### src/rtl/clk_ratio_pkg.sv
package clk_ratio_pkg;
    localparam int CODE_W  = 3;
    localparam int RATIO_W = 4;

    typedef enum logic { TBL_CORE = 1'b0, TBL_PERIPH = 1'b1 } tbl_kind_e;

    // Core/bus table; reserved codes saturate at 8
    function automatic logic [RATIO_W-1:0] core_ratio(input logic [CODE_W-1:0] code);
        case (code)
            3'd0:    core_ratio = RATIO_W'(1);
            3'd1:    core_ratio = RATIO_W'(2);
            3'd2:    core_ratio = RATIO_W'(3);
            3'd3:    core_ratio = RATIO_W'(4);
            3'd4:    core_ratio = RATIO_W'(5);
            default: core_ratio = RATIO_W'(8);
        endcase
    endfunction

    // Peripheral table; reserved codes saturate at 8
    function automatic logic [RATIO_W-1:0] periph_ratio(input logic [CODE_W-1:0] code);
        case (code)
            3'd0:    periph_ratio = RATIO_W'(2);
            3'd1:    periph_ratio = RATIO_W'(3);
            3'd2:    periph_ratio = RATIO_W'(4);
            3'd3:    periph_ratio = RATIO_W'(6);
            default: periph_ratio = RATIO_W'(8);
        endcase
    endfunction
endpackage

### src/rtl/ratio_lut.sv
module ratio_lut
    import clk_ratio_pkg::*;
#(
    parameter tbl_kind_e KIND = TBL_CORE
) (
    input  logic [CODE_W-1:0]  code,
    output logic [RATIO_W-1:0] ratio
);
    generate
        if (KIND == TBL_PERIPH) begin : g_periph
            assign ratio = periph_ratio(code);
        end else begin : g_core
            assign ratio = core_ratio(code);
        end
    endgenerate
endmodule

### src/rtl/pulse_divider.sv
module pulse_divider #(
    parameter int RATIO_W = 4,
    parameter logic [RATIO_W-1:0] RST_RATIO = 1
) (
    input  logic               clk,
    input  logic               rst_n,
    input  logic [RATIO_W-1:0] next_ratio,
    output logic               en,
    output logic [RATIO_W-1:0] ratio
);
    typedef struct packed {
        logic [RATIO_W-1:0] cnt;
        logic [RATIO_W-1:0] act;
    } div_st_t;

    div_st_t st_d, st_q;
    logic    term;

    // Terminal count: last cycle of the running period
    assign term  = (st_q.cnt == st_q.act - RATIO_W'(1));
    assign en    = term;
    assign ratio = st_q.act;

    always_comb begin
        st_d = st_q;
        if (term) begin
            st_d.cnt = '0;
            st_d.act = next_ratio;   // new ratio only at period end
        end else begin
            st_d.cnt = st_q.cnt + RATIO_W'(1);
        end
    end

    always_ff @(posedge clk) begin
        if (!rst_n) begin
            st_q.cnt <= '0;
            st_q.act <= RST_RATIO;
        end else begin
            st_q <= st_d;
        end
    end
endmodule

### src/rtl/clk_ratio_gen.sv
module clk_ratio_gen
    import clk_ratio_pkg::*;
#(
    parameter int REG_W = 16
) (
    input  logic               clk,
    input  logic               rst_n,
    input  logic               wr_en,
    input  logic [REG_W-1:0]   wr_data,
    output logic [REG_W-1:0]   rd_data,
    output logic               cpu_en,
    output logic               bus_en,
    output logic               per_en,
    output logic [RATIO_W-1:0] cpu_ratio,
    output logic [RATIO_W-1:0] bus_ratio,
    output logic [RATIO_W-1:0] per_ratio,
    output logic               per_ratio_chg
);
    // Domain index 0 = peripheral (bits 2:0), 1 = bus (5:3), 2 = core (8:6)
    localparam int NDOM  = 3;
    localparam int FLD_W = NDOM * CODE_W;

    typedef struct packed {
        logic [REG_W-1:0] fcr;
        logic             chg;
    } top_st_t;

    top_st_t st_d, st_q;

    logic [NDOM-1:0]              dom_en;
    logic [NDOM-1:0][RATIO_W-1:0] dom_pend;
    logic [NDOM-1:0][RATIO_W-1:0] dom_act;
    logic [RATIO_W-1:0]           wr_per_ratio;

    generate
        for (genvar g = 0; g < NDOM; g++) begin : g_dom
            localparam tbl_kind_e KIND = tbl_kind_e'(g == 0);
            localparam logic [RATIO_W-1:0] RST_R =
                (g == 0) ? periph_ratio('0) : core_ratio('0);

            ratio_lut #(.KIND(KIND)) u_lut (
                .code  (st_q.fcr[g*CODE_W +: CODE_W]),
                .ratio (dom_pend[g])
            );

            pulse_divider #(.RATIO_W(RATIO_W), .RST_RATIO(RST_R)) u_div (
                .clk        (clk),
                .rst_n      (rst_n),
                .next_ratio (dom_pend[g]),
                .en         (dom_en[g]),
                .ratio      (dom_act[g])
            );
        end
    endgenerate

    // Decode of the incoming peripheral field for change detection
    ratio_lut #(.KIND(TBL_PERIPH)) u_wr_lut (
        .code  (wr_data[CODE_W-1:0]),
        .ratio (wr_per_ratio)
    );

    always_comb begin
        st_d     = st_q;
        st_d.chg = 1'b0;
        if (wr_en) begin
            st_d.fcr = wr_data;
            st_d.chg = (wr_per_ratio != dom_pend[0]);
        end
    end

    always_ff @(posedge clk) begin
        if (!rst_n) begin
            st_q <= '0;
        end else begin
            st_q <= st_d;
        end
    end

    assign rd_data       = st_q.fcr;
    assign per_ratio_chg = st_q.chg;
    assign per_en        = dom_en[0];
    assign bus_en        = dom_en[1];
    assign cpu_en        = dom_en[2];
    assign per_ratio     = dom_act[0];
    assign bus_ratio     = dom_act[1];
    assign cpu_ratio     = dom_act[2];

    if (REG_W < FLD_W) begin : g_bad_width
        initial $error("REG_W too small for the ratio fields");
    end
endmodule

### config.mk
export PLATFORM = sky130hd
export DESIGN_NAME = clk_ratio_gen
export DESIGN_NICKNAME = d
export VERILOG_FILES = /design/src/rtl/clk_ratio_pkg.sv /design/src/rtl/ratio_lut.sv /design/src/rtl/pulse_divider.sv /design/src/rtl/clk_ratio_gen.sv
export SDC_FILE = /design/constraint.sdc
export NUM_CORES = 1
export LEC_CHECK = 0
export CAP_MARGIN = 20
export CORE_UTILIZATION = 62
export CTS_CLUSTER_DIAMETER = 50
export DETAILED_ROUTE_END_ITERATION = 10
export DONT_BUFFER_PORTS = 1
export GPL_TIMING_DRIVEN = 0
export HOLD_SLACK_MARGIN = 0.02
export PLACE_DENSITY = 0.85
export SLEW_MARGIN = 40
export SYNTH_ARGS = -nofsm -noshare
export SYNTH_HDL_FRONTEND = slang
export SYNTH_SLANG_ARGS = --single-unit
### constraint.sdc
create_clock -name clk -period 2.25 [get_ports clk]
set_input_delay 0.675 -clock clk [delete_from_list [all_inputs] [get_ports clk]]
set_output_delay 0.675 -clock clk [all_outputs]
set_load 0.01 [all_outputs]
# After elaboration in Yosys (flattened, before gate mapping)
# Index checks and enable logic that the tools add are counted.
dict set report classes {
  n_addsub 6
  n_mul 0
  bitwise 1
  shift 0
  order_cmp 0
  n_eq_ne 18
  mux 4
  n_reduce_logical 8
  div 0
}
# operator count
set ops {}
lappend ops {{$pmux W4 S5} 2}
lappend ops {{$pmux W4 S4} 2}
lappend ops {{$eq A3 B2 Y1 const B} 8}
lappend ops {{$add A4 B1 Y4 const B} 3}
lappend ops {{$eq A3 B1 Y1 const B} 4}
lappend ops {{$eq A4 B4 Y1} 3}
lappend ops {{$logic_not A3 Y1} 4}
lappend ops {{$sub A4 B1 Y4 const B} 3}
lappend ops {{$eq A3 B3 Y1 const B} 2}
lappend ops {{$reduce_or A2 Y1} 3}
lappend ops {{$ne A4 B4 Y1} 1}
lappend ops {{$reduce_and A2 Y1} 1}
lappend ops {{$not A1 Y1} 1}
dict set report word_totals {
  regBits 41
  latchBits 0
  elab_cells 45
  n_memories 0
  mem_bits_ro 0
  ramBits 0
}

# Longest topological paths before layout
# Gate-level depths: netlist of the first run.
dict set report logic_depth {
  ltp_word 3
  ltp_mapped 7
  depth_no_buf 7
}

# By module
# A second synthesis of the first run with hierarchy kept.
dict set report unflattened {
  hier_cells 214
  hier_area_um2 2143.3
}
# mod cells_per_inst seq_area_each_um2 n_inst area_each_um2
set modules_own_cells {}
lappend modules_own_cells {{pulse_divider (g_dom[1].u_div ...)} 44 160.2 2 439.2}
lappend modules_own_cells {clk_ratio_gen 58 340.3 1 683.2}
lappend modules_own_cells {{pulse_divider (g_dom[0].u_div)} 44 160.2 1 441.7}
lappend modules_own_cells {{ratio_lut (g_dom[1].u_lut ...)} 7 0.0 2 41.3}
lappend modules_own_cells {{ratio_lut (g_dom[0].u_lut ...)} 5 0.0 2 28.8}

# Worst setup path before layout of the first run
# No wires, ideal clock.
dict set report synth_path {
  kind {flip-flop to output port}
  startpoint {reg g_dom[0].u_div.st_q, in the netlist g_dom[0].u_div.ratio[0]}
  endpoint {out per_en}
  stages_incl_launch_ff 6
  t_required_ns 1.575
  t_arrival_ns 1.333
  slack_ns 0.242
  cell_sequence {dfxtp_1 inv_1 ha_1 xor2_1 nand3_1 nor2_1}
}
dict set report synth_via {
  elab_chain_len 2
}
# item line_no
set synth_lines {}
lappend synth_lines {{start: declaration} pulse_divider.sv:16} ;# div_st_t st_d, st_q;
lappend synth_lines {{start signal: assignment} pulse_divider.sv:39} ;# st_q <= st_d;
lappend synth_lines {{$sub A4 B1 Y4} pulse_divider.sv:20} ;# assign term = (st_q.cnt == st_q.act - RATIO_W'(1));
lappend synth_lines {{$eq A4 B4 Y1} pulse_divider.sv:20}
lappend synth_lines {{end: declaration} clk_ratio_gen.sv:13} ;# output logic per_en,
# No other way between the ends.

# Worst setup path after layout of the first run
dict set report layout_path {
  startpoint {reg g_dom[1].u_div.st_q, in the netlist g_dom[1].u_div.ratio[1]}
  endpoint {out bus_en}
}
dict set report layout_via {
  elab_chain_len 2
}
# item line_no
set layout_lines {}
lappend layout_lines {{start: declaration} pulse_divider.sv:16}
lappend layout_lines {{start signal: assignment} pulse_divider.sv:39}
lappend layout_lines {{$sub A4 B1 Y4} pulse_divider.sv:20}
lappend layout_lines {{$eq A4 B4 Y1} pulse_divider.sv:20}
lappend layout_lines {{end: declaration} clk_ratio_gen.sv:12} ;# output logic bus_en,
# No other way between the ends.

==> reports/results.txt, run 1 <==
status: complete, but fails checks
failing checks: setup timing
largest net degree at the start of global routing: 15
f_max: 0.436 GHz
Synth area leader: dfxtp_1
Tmin final: 2.29 ns
top cells by area, synth: dfxtp_1, mux2i_1, xor2_1
clock slew at reported path FFs: 0.13 ns
most numerous cell in the Yosys netlist: dfxtp_1
CP Max Fanout: 6
Port Buf Inserts: 0
Rows: 20
number of synthesized register bits: 41
Ys Warns: 0
synthesized net count: 231
endpoints failing hold: 0
Final Util: 79.9%
register area share after synthesis: 41.4%
peak per-stage delay on the critical path: 0.37 ns
area delta synth->final: 23.1%
core area: 3050 um2
hpwl dp: 2940 um
VDD IR max: 809 uV
first-pass GRT wire length: 7160 um
worst setup margin: -0.0442 ns
final wirelength: 4700 um
Netlist cell types: 31
Synth top cells by count: dfxtp_1, nor2_1, mux2i_1
placed cell area: 2040 um2
initial antenna violation count: 0
post-route DRC violation count: 0
register area: 838 um2
via count: 1576
FILL cells: 204
Worst slew margin: 64.9%
async set or reset register ratio after synthesis: 0%
max-slew violation count: 0
area of the multi-input gates: 1180 um2
Die X: 58.5 um
cts bufs inserted: 5
synthesized area: 1980 um2
clock net sink count: 41
Setup TNS: -0.0772 ns
Worst-Margin Slew: 0.526 ns
maxcap violations: 0
root buffer cell: clkbuf_4
hold slack: 0.396 ns
Die Area: 3430 um2
final setup vio count: 3
WP data required: 1.57 ns
ant diodes: 0
total I/O pin count: 51
CP Launch Type: flip-flop
Top FF cell, synth: dfxtp_1
Setup crit end kind: output port
Post-Syn Instances: 206
final worst path period share: 102%
Placer Congestion: 0.848
vias per cell: 5.69
WP data arrival: 1.62 ns
LEAKAGE: 0.986 nW
Die Ht: 58.5 um
top cell type's share of synthesized area: 41.4%
H-Tree Level Count: 2
worst path cell trace: inv_2 > ha_4 > xor2_4 > and3_4 > nand2_4 > inv_6
slowest library cell on the worst path: dfxtp_2
cts-stage hold buffer count: 0
worst skew pair latency: 0.36 ns
vias in the first global route: 1584
PD cells: 1250 nW/um2
RSZ-0062 raised after global routing: yes
Avg Inst Size Synth: 9.62 um2
First DRT Iteration DRCs: 86
worst hold path type: in -> reg
GRT Util Overall: 28.7%
clock buffer depth: 2
top cell family by delay on the critical path: flip-flops
initial core utilization: 64.9%
total grt overflow: 0
worst path bufs/invs: 2
Max Clock Skew: 0.00405 ns
TritonCTS clock tree: built
Post-synth EDFFs: 0
average wire per cell in the routed design: 17.0 um
Post-DRT Antenna Nets: 0
WS Path Type: reg -> out
drt pass-1 iters: 4
final instance area: 2440 um2
final net count: 257
share of cells above drive strength 1: 33.0%
==> where the power goes <==
part / internal (mW) / leakage (nW) / switching, mW
logic: 0.826 / 0.616 / 0.822
clock network: 0.124 / 0.0316 / 0.265
registers: 0.858 / 0.339 / 0.165
==> metal layers <==
metal | up-vias | share of wire, % | GRT usage [%]
met5 | - | 0 | 0
met4 | 0 | 2.4 | 10.9
met3 | 12 | 4.5 | 8.13
met2 | 45 | 54 | 52.9
met1 | 766 | 39 | 31.0
li1 | 753 | - | -
==> cell usage in the layout, fill, tap and decap left out, types with 8 or more instances in the layout <==
cell type / synthesis / layout
mux2i_1: 18 / 18
xor2_1: 14 / 8
buf_4: 12 / 31
dfxtp_1: 41 / 33
a21oi_1: 10 / 10
nor3_1: 10 / 9
nor2_1: 20 / 19
nand3_1: 10 / 9
xnor2_1: 9 / 8
==> through the flow <==
stage / setup WS [ns] / instances / power (mW)
6_report: -0.0442 / 277 / 3.06
5_1_grt: -0.103 / 277 / 3.21
4_1_cts: -0.0421 / 272 / 2.69
3_5_place_dp: 0.0341 / 250 / 1.94
3_3_place_gp: 0.0957 / 250 / 1.88
2_1_floorplan: 0.242 / 206 / 1.76
==> logic make-up (layout without fill, tap and decap cells) <==
logic type | count (synthesis) | after routing | share of synthesized area (%)
buffers and inverters | 28 | 55 | 7.70
adder cells (fa/ha/maj) | 6 | 6 | 3.79
multiplexers | 18 | 18 | 9.09
AO/OA/AOI/OAI | 23 | 23 | 6.94
XOR/XNOR | 28 | 28 | 15.2
flip-flops | 41 | 41 | 41.4
AND/OR/NAND/NOR | 62 | 62 | 15.8
==> final cells by class <==
class	instances	area share, %
Tap cell	44	2.26
Buffer	18	4.72
Multi-Input combinational cell	137	48.4
Clock inverter	3	0.872
Inverter	10	2.05
Sequential cell	41	34.4
Timing Repair Buffer	19	5.85
Clock buffer	5	1.54
==> final timing paths <==
kind | startpoint | endpoint | slack, ns | depth (start not counted)
max | g_dom[1].u_div.ratio[1] | bus_en | -0.04 | 6
max reg2reg | g_dom[2].u_div.ratio[0] | g_dom[2].u_div.ratio[1] | 0.39 | 8
min | wr_data[2] | per_ratio_chg | 0.40 | 1
min reg2reg | g_dom[1].u_div.ratio[3] | g_dom[1].u_div.ratio[3] | 0.53 | 2
==> flip-flops by register name, summed over array words and instances, names as in the netlist <==
| signal | flops |
|---|---|
| g_dom.u_div.st_q | 12 |
| rd_data | 16 |
| g_dom.u_div.ratio | 12 |
| per_ratio_chg | 1 |
==> repair_timing <==
item	4_1_cts	5_1_grt
setup endpoints to repair	3	3
buffers inserted	14	5
resized for setup	30	15
pin swaps	8	7
==> worst register-to-register path, stage by stage (launching register included) <==
cell and delay [ns]:
dfxtp_4 0.38, inv_4 0.04, ha_4 0.26, xor2_2 0.17, buf_4 0.13, buf_4 0.09, nand3_1 0.07, or4_1 0.47
a21oi_1 0.18
(Power assumes the default switching activity.)
==> inputs of run 2 (changes only) <==
- CORE_UTILIZATION: 62 -> 40
- HOLD_SLACK_MARGIN: 0.02 -> not set
- PLACE_DENSITY: 0.85 -> 0.61
==> reports/results.txt, run 2 (synthesized netlist as in run 1, its figures left out) <==
status: completed
R2R Path End: g_dom[2].u_div.ratio[1]
RSZ-0062 raised after global routing: yes
pre-CTS setup slack: 0.0167 ns (-0.0174 ns)
worst path bufs/invs: 2 (unchanged)
TritonCTS clock tree: built
cts bufs inserted: 5 (unchanged)
worst hold path type: in -> reg
maxcap violations: 0 (unchanged)
initial antenna violation count: 0 (unchanged)
most common library cell in the layout ignoring fill and taps: dfxtp_1
FILL cells: 470 (+130%)
first-pass GRT wire length: 6290 um (-12%)
hpwl dp: 2790 um (-5.3%)
largest net degree at the start of global routing: 12 (-3)
endpoints failing hold: 0 (unchanged)
switching pwr: 1.05 mW (-16%)
Placer Congestion: 0.730 (-14%)
HP Start: wr_data[2]
sequential share of power: 35.5% (+2.1 points)
ant diodes: 0 (unchanged)
max FFs per register: 16 (unchanged)
CP Max Fanout: 6 (unchanged)
Setup crit end kind: output port
average wire per cell in the routed design: 13.8 um (-19%)
vias in the first global route: 1349 (-15%)
Clock Power Share: 15.8% (+3.1 points)
core area: 4750 um2 (+56%)
clock net sink count: 41 (unchanged)
final worst path period share: 97.8% (-4.2 points)
First DRT Iteration DRCs: 46 (-47%)
share of cells above drive strength 1: 26.8% (-6.3 points)
total grt overflow: 0 (unchanged)
hold depth: 1 (unchanged)
worst setup margin: 0.0494 ns (+0.0936 ns)
GRT Util Overall: 15.9% (-13 points)
CP Launch Type: flip-flop
final net count: 250 (-2.7%)
VDD IR max: 636 uV (-21%)
final wirelength: 4010 um (-15%)
Hold EP: per_ratio_chg
most frequent cells in the layout: dfxtp_1, buf_4, nor2_1, mux2i_1, a21oi_1
placed insts: 273 (+9.2%)
slowest library cell on the worst path: dfxtp_4
via count: 1459 (-7.4%)
Pint: 1.75 mW (-3.1%)
PD cells: 1190 nW/um2 (-5.1%)
clock buffer depth: 2 (unchanged)
final instance area: 2360 um2 (-3.4%)
r2r startpoint: g_dom[2].u_div.ratio[0]
Setup TNS: 0 ns (+0.0772 ns)
top cell family by delay on the critical path: flip-flops
Post-DRT Antenna Nets: 0 (unchanged)
hold slack: 0.477 ns (+0.0805 ns)
total I/O pin count: 51 (unchanged)
root buffer cell: clkbuf_8
area delta synth->final: 18.9%
f_max: 0.454 GHz (+4.3%)
Port Buf Inserts: 0 (unchanged)
switching part of the total: 37.6% (-3.3 points)
fin cells: 291 (+5.1%)
Worst-Margin Slew: 0.478 ns (-0.0478 ns)
H-Tree Level Count: 2 (unchanged)
placed cell area: 2070 um2 (+1.4%)
LEAKAGE: 0.948 nW (-3.8%)
WP data required: 1.57 ns (about the same)
vias per cell: 5.01 (-12%)
final setup vio count: 0 (-3)
Die Ht: 72.4 um (+24%)
worst reg2reg setup slack: 0.46 ns (+0.07 ns)
Max Clock Skew: 0.00793 ns (+0.00389 ns)
clock slew at reported path FFs: 0.08 ns (-0.05 ns)
Die X: 72.4 um (+24%)
drt pass-1 iters: 3 (-1)
post-route DRC violation count: 0 (unchanged)
worst skew pair latency: 0.29 ns (-0.07 ns)
worst path cell trace: inv_1 > ha_4 > xor2_2 > and3_4 > nand2_2 > inv_4
WP data arrival: 1.53 ns (-0.09 ns)
WS Path Type: reg -> out
Worst slew margin: 68.1% (+3.2 points)
Rows: 25 (+25%)
Comb pwr share: 48.7% (-5.2 points)
peak per-stage delay on the critical path: 0.35 ns (-0.02 ns)
Die Area: 5240 um2 (+53%)
Tmin final: 2.20 ns (-0.0936 ns)
initial core utilization: 41.7% (-23 points)
Reg2Reg Depth: 8 (unchanged)
max-slew violation count: 0 (unchanged)
-- run 2: changes by cell type in the layout (fill, tap and decap cells not counted), moves of 2 or more --
cell / change
inv_1: +3
nor3_4: -2
buf_4: -7
dfxtp_1: +2
clkbuf_4: -5
clkbuf_8: +5
inv_6: -2
dfxtp_2: -2
xor2_4: -2
nor3_2: +2
inv_2: -2
-- run 2: worst max path at each step --
stage / end / slack (ns) / cells after the start / start
after floorplan: per_en / 0.24 / 5 / g_dom[0].u_div.ratio[0]
after global placement: per_en / 0.02 / 5 / g_dom[0].u_div.ratio[0]
after detailed placement: per_en / 0.02 / 5 / g_dom[0].u_div.ratio[0]
after CTS: cpu_en / 0.02 / 6 / g_dom[2].u_div.ratio[1]
after global routing: bus_en / -0.04 / 6 / g_dom[1].u_div.ratio[1]
final: bus_en / 0.05 / 6 / g_dom[1].u_div.ratio[1]
-- run 2: per-stage QoR --
| stage | total power [mW] | util, % |
|---|---|---|
| after floorplan | 1.76 | - |
| after global placement | 1.92 | 43.4 |
| after detailed placement | 1.93 | 43.4 |
| after CTS | 2.71 | 48.0 |
| after global routing | 3.02 | 49.6 |
| final | 2.80 | 49.6 |
-- run 2: metal layers --
metal | GRT usage (%) | share of wire [%]
met5 | 0 | 0
met3 | 4.44 | 4.5
met4 | 7.19 | 1.5
met2 | 26.2 | 50
met1 | 19.3 | 44
-- run 2: area by class of cell --
class,count,area [um2],share of cell area (%)
plain buffers,18,115,4.89
multi-input cells,137,1110,47.2
well taps,67,83.8,3.56
inverters,10,45.0,1.91
clock buffers,5,68.8,2.92
flip-flops and latches,41,836,35.5
clock inverters,1,5.00,0.212
repair buffers,12,90.1,3.82
-- run 2: repair_timing --
item	in CTS	in global routing
buffers inserted	11	1
hold buffers	0	0
resized for setup	21	9
hold endpoints to repair	0	0
pin swaps	6	5
endpoints found under the setup margin	3	3
-- run 2: power groups by stage --
stage,combinational [mW],clock (mW),sequential (mW)
after floorplan,0.784,0,0.976
after global placement,0.908,0,1.01
after detailed placement,0.924,0,1.01
after CTS,1.27,0.462,0.986
after global routing,1.52,0.488,1.01
final,1.37,0.443,0.995
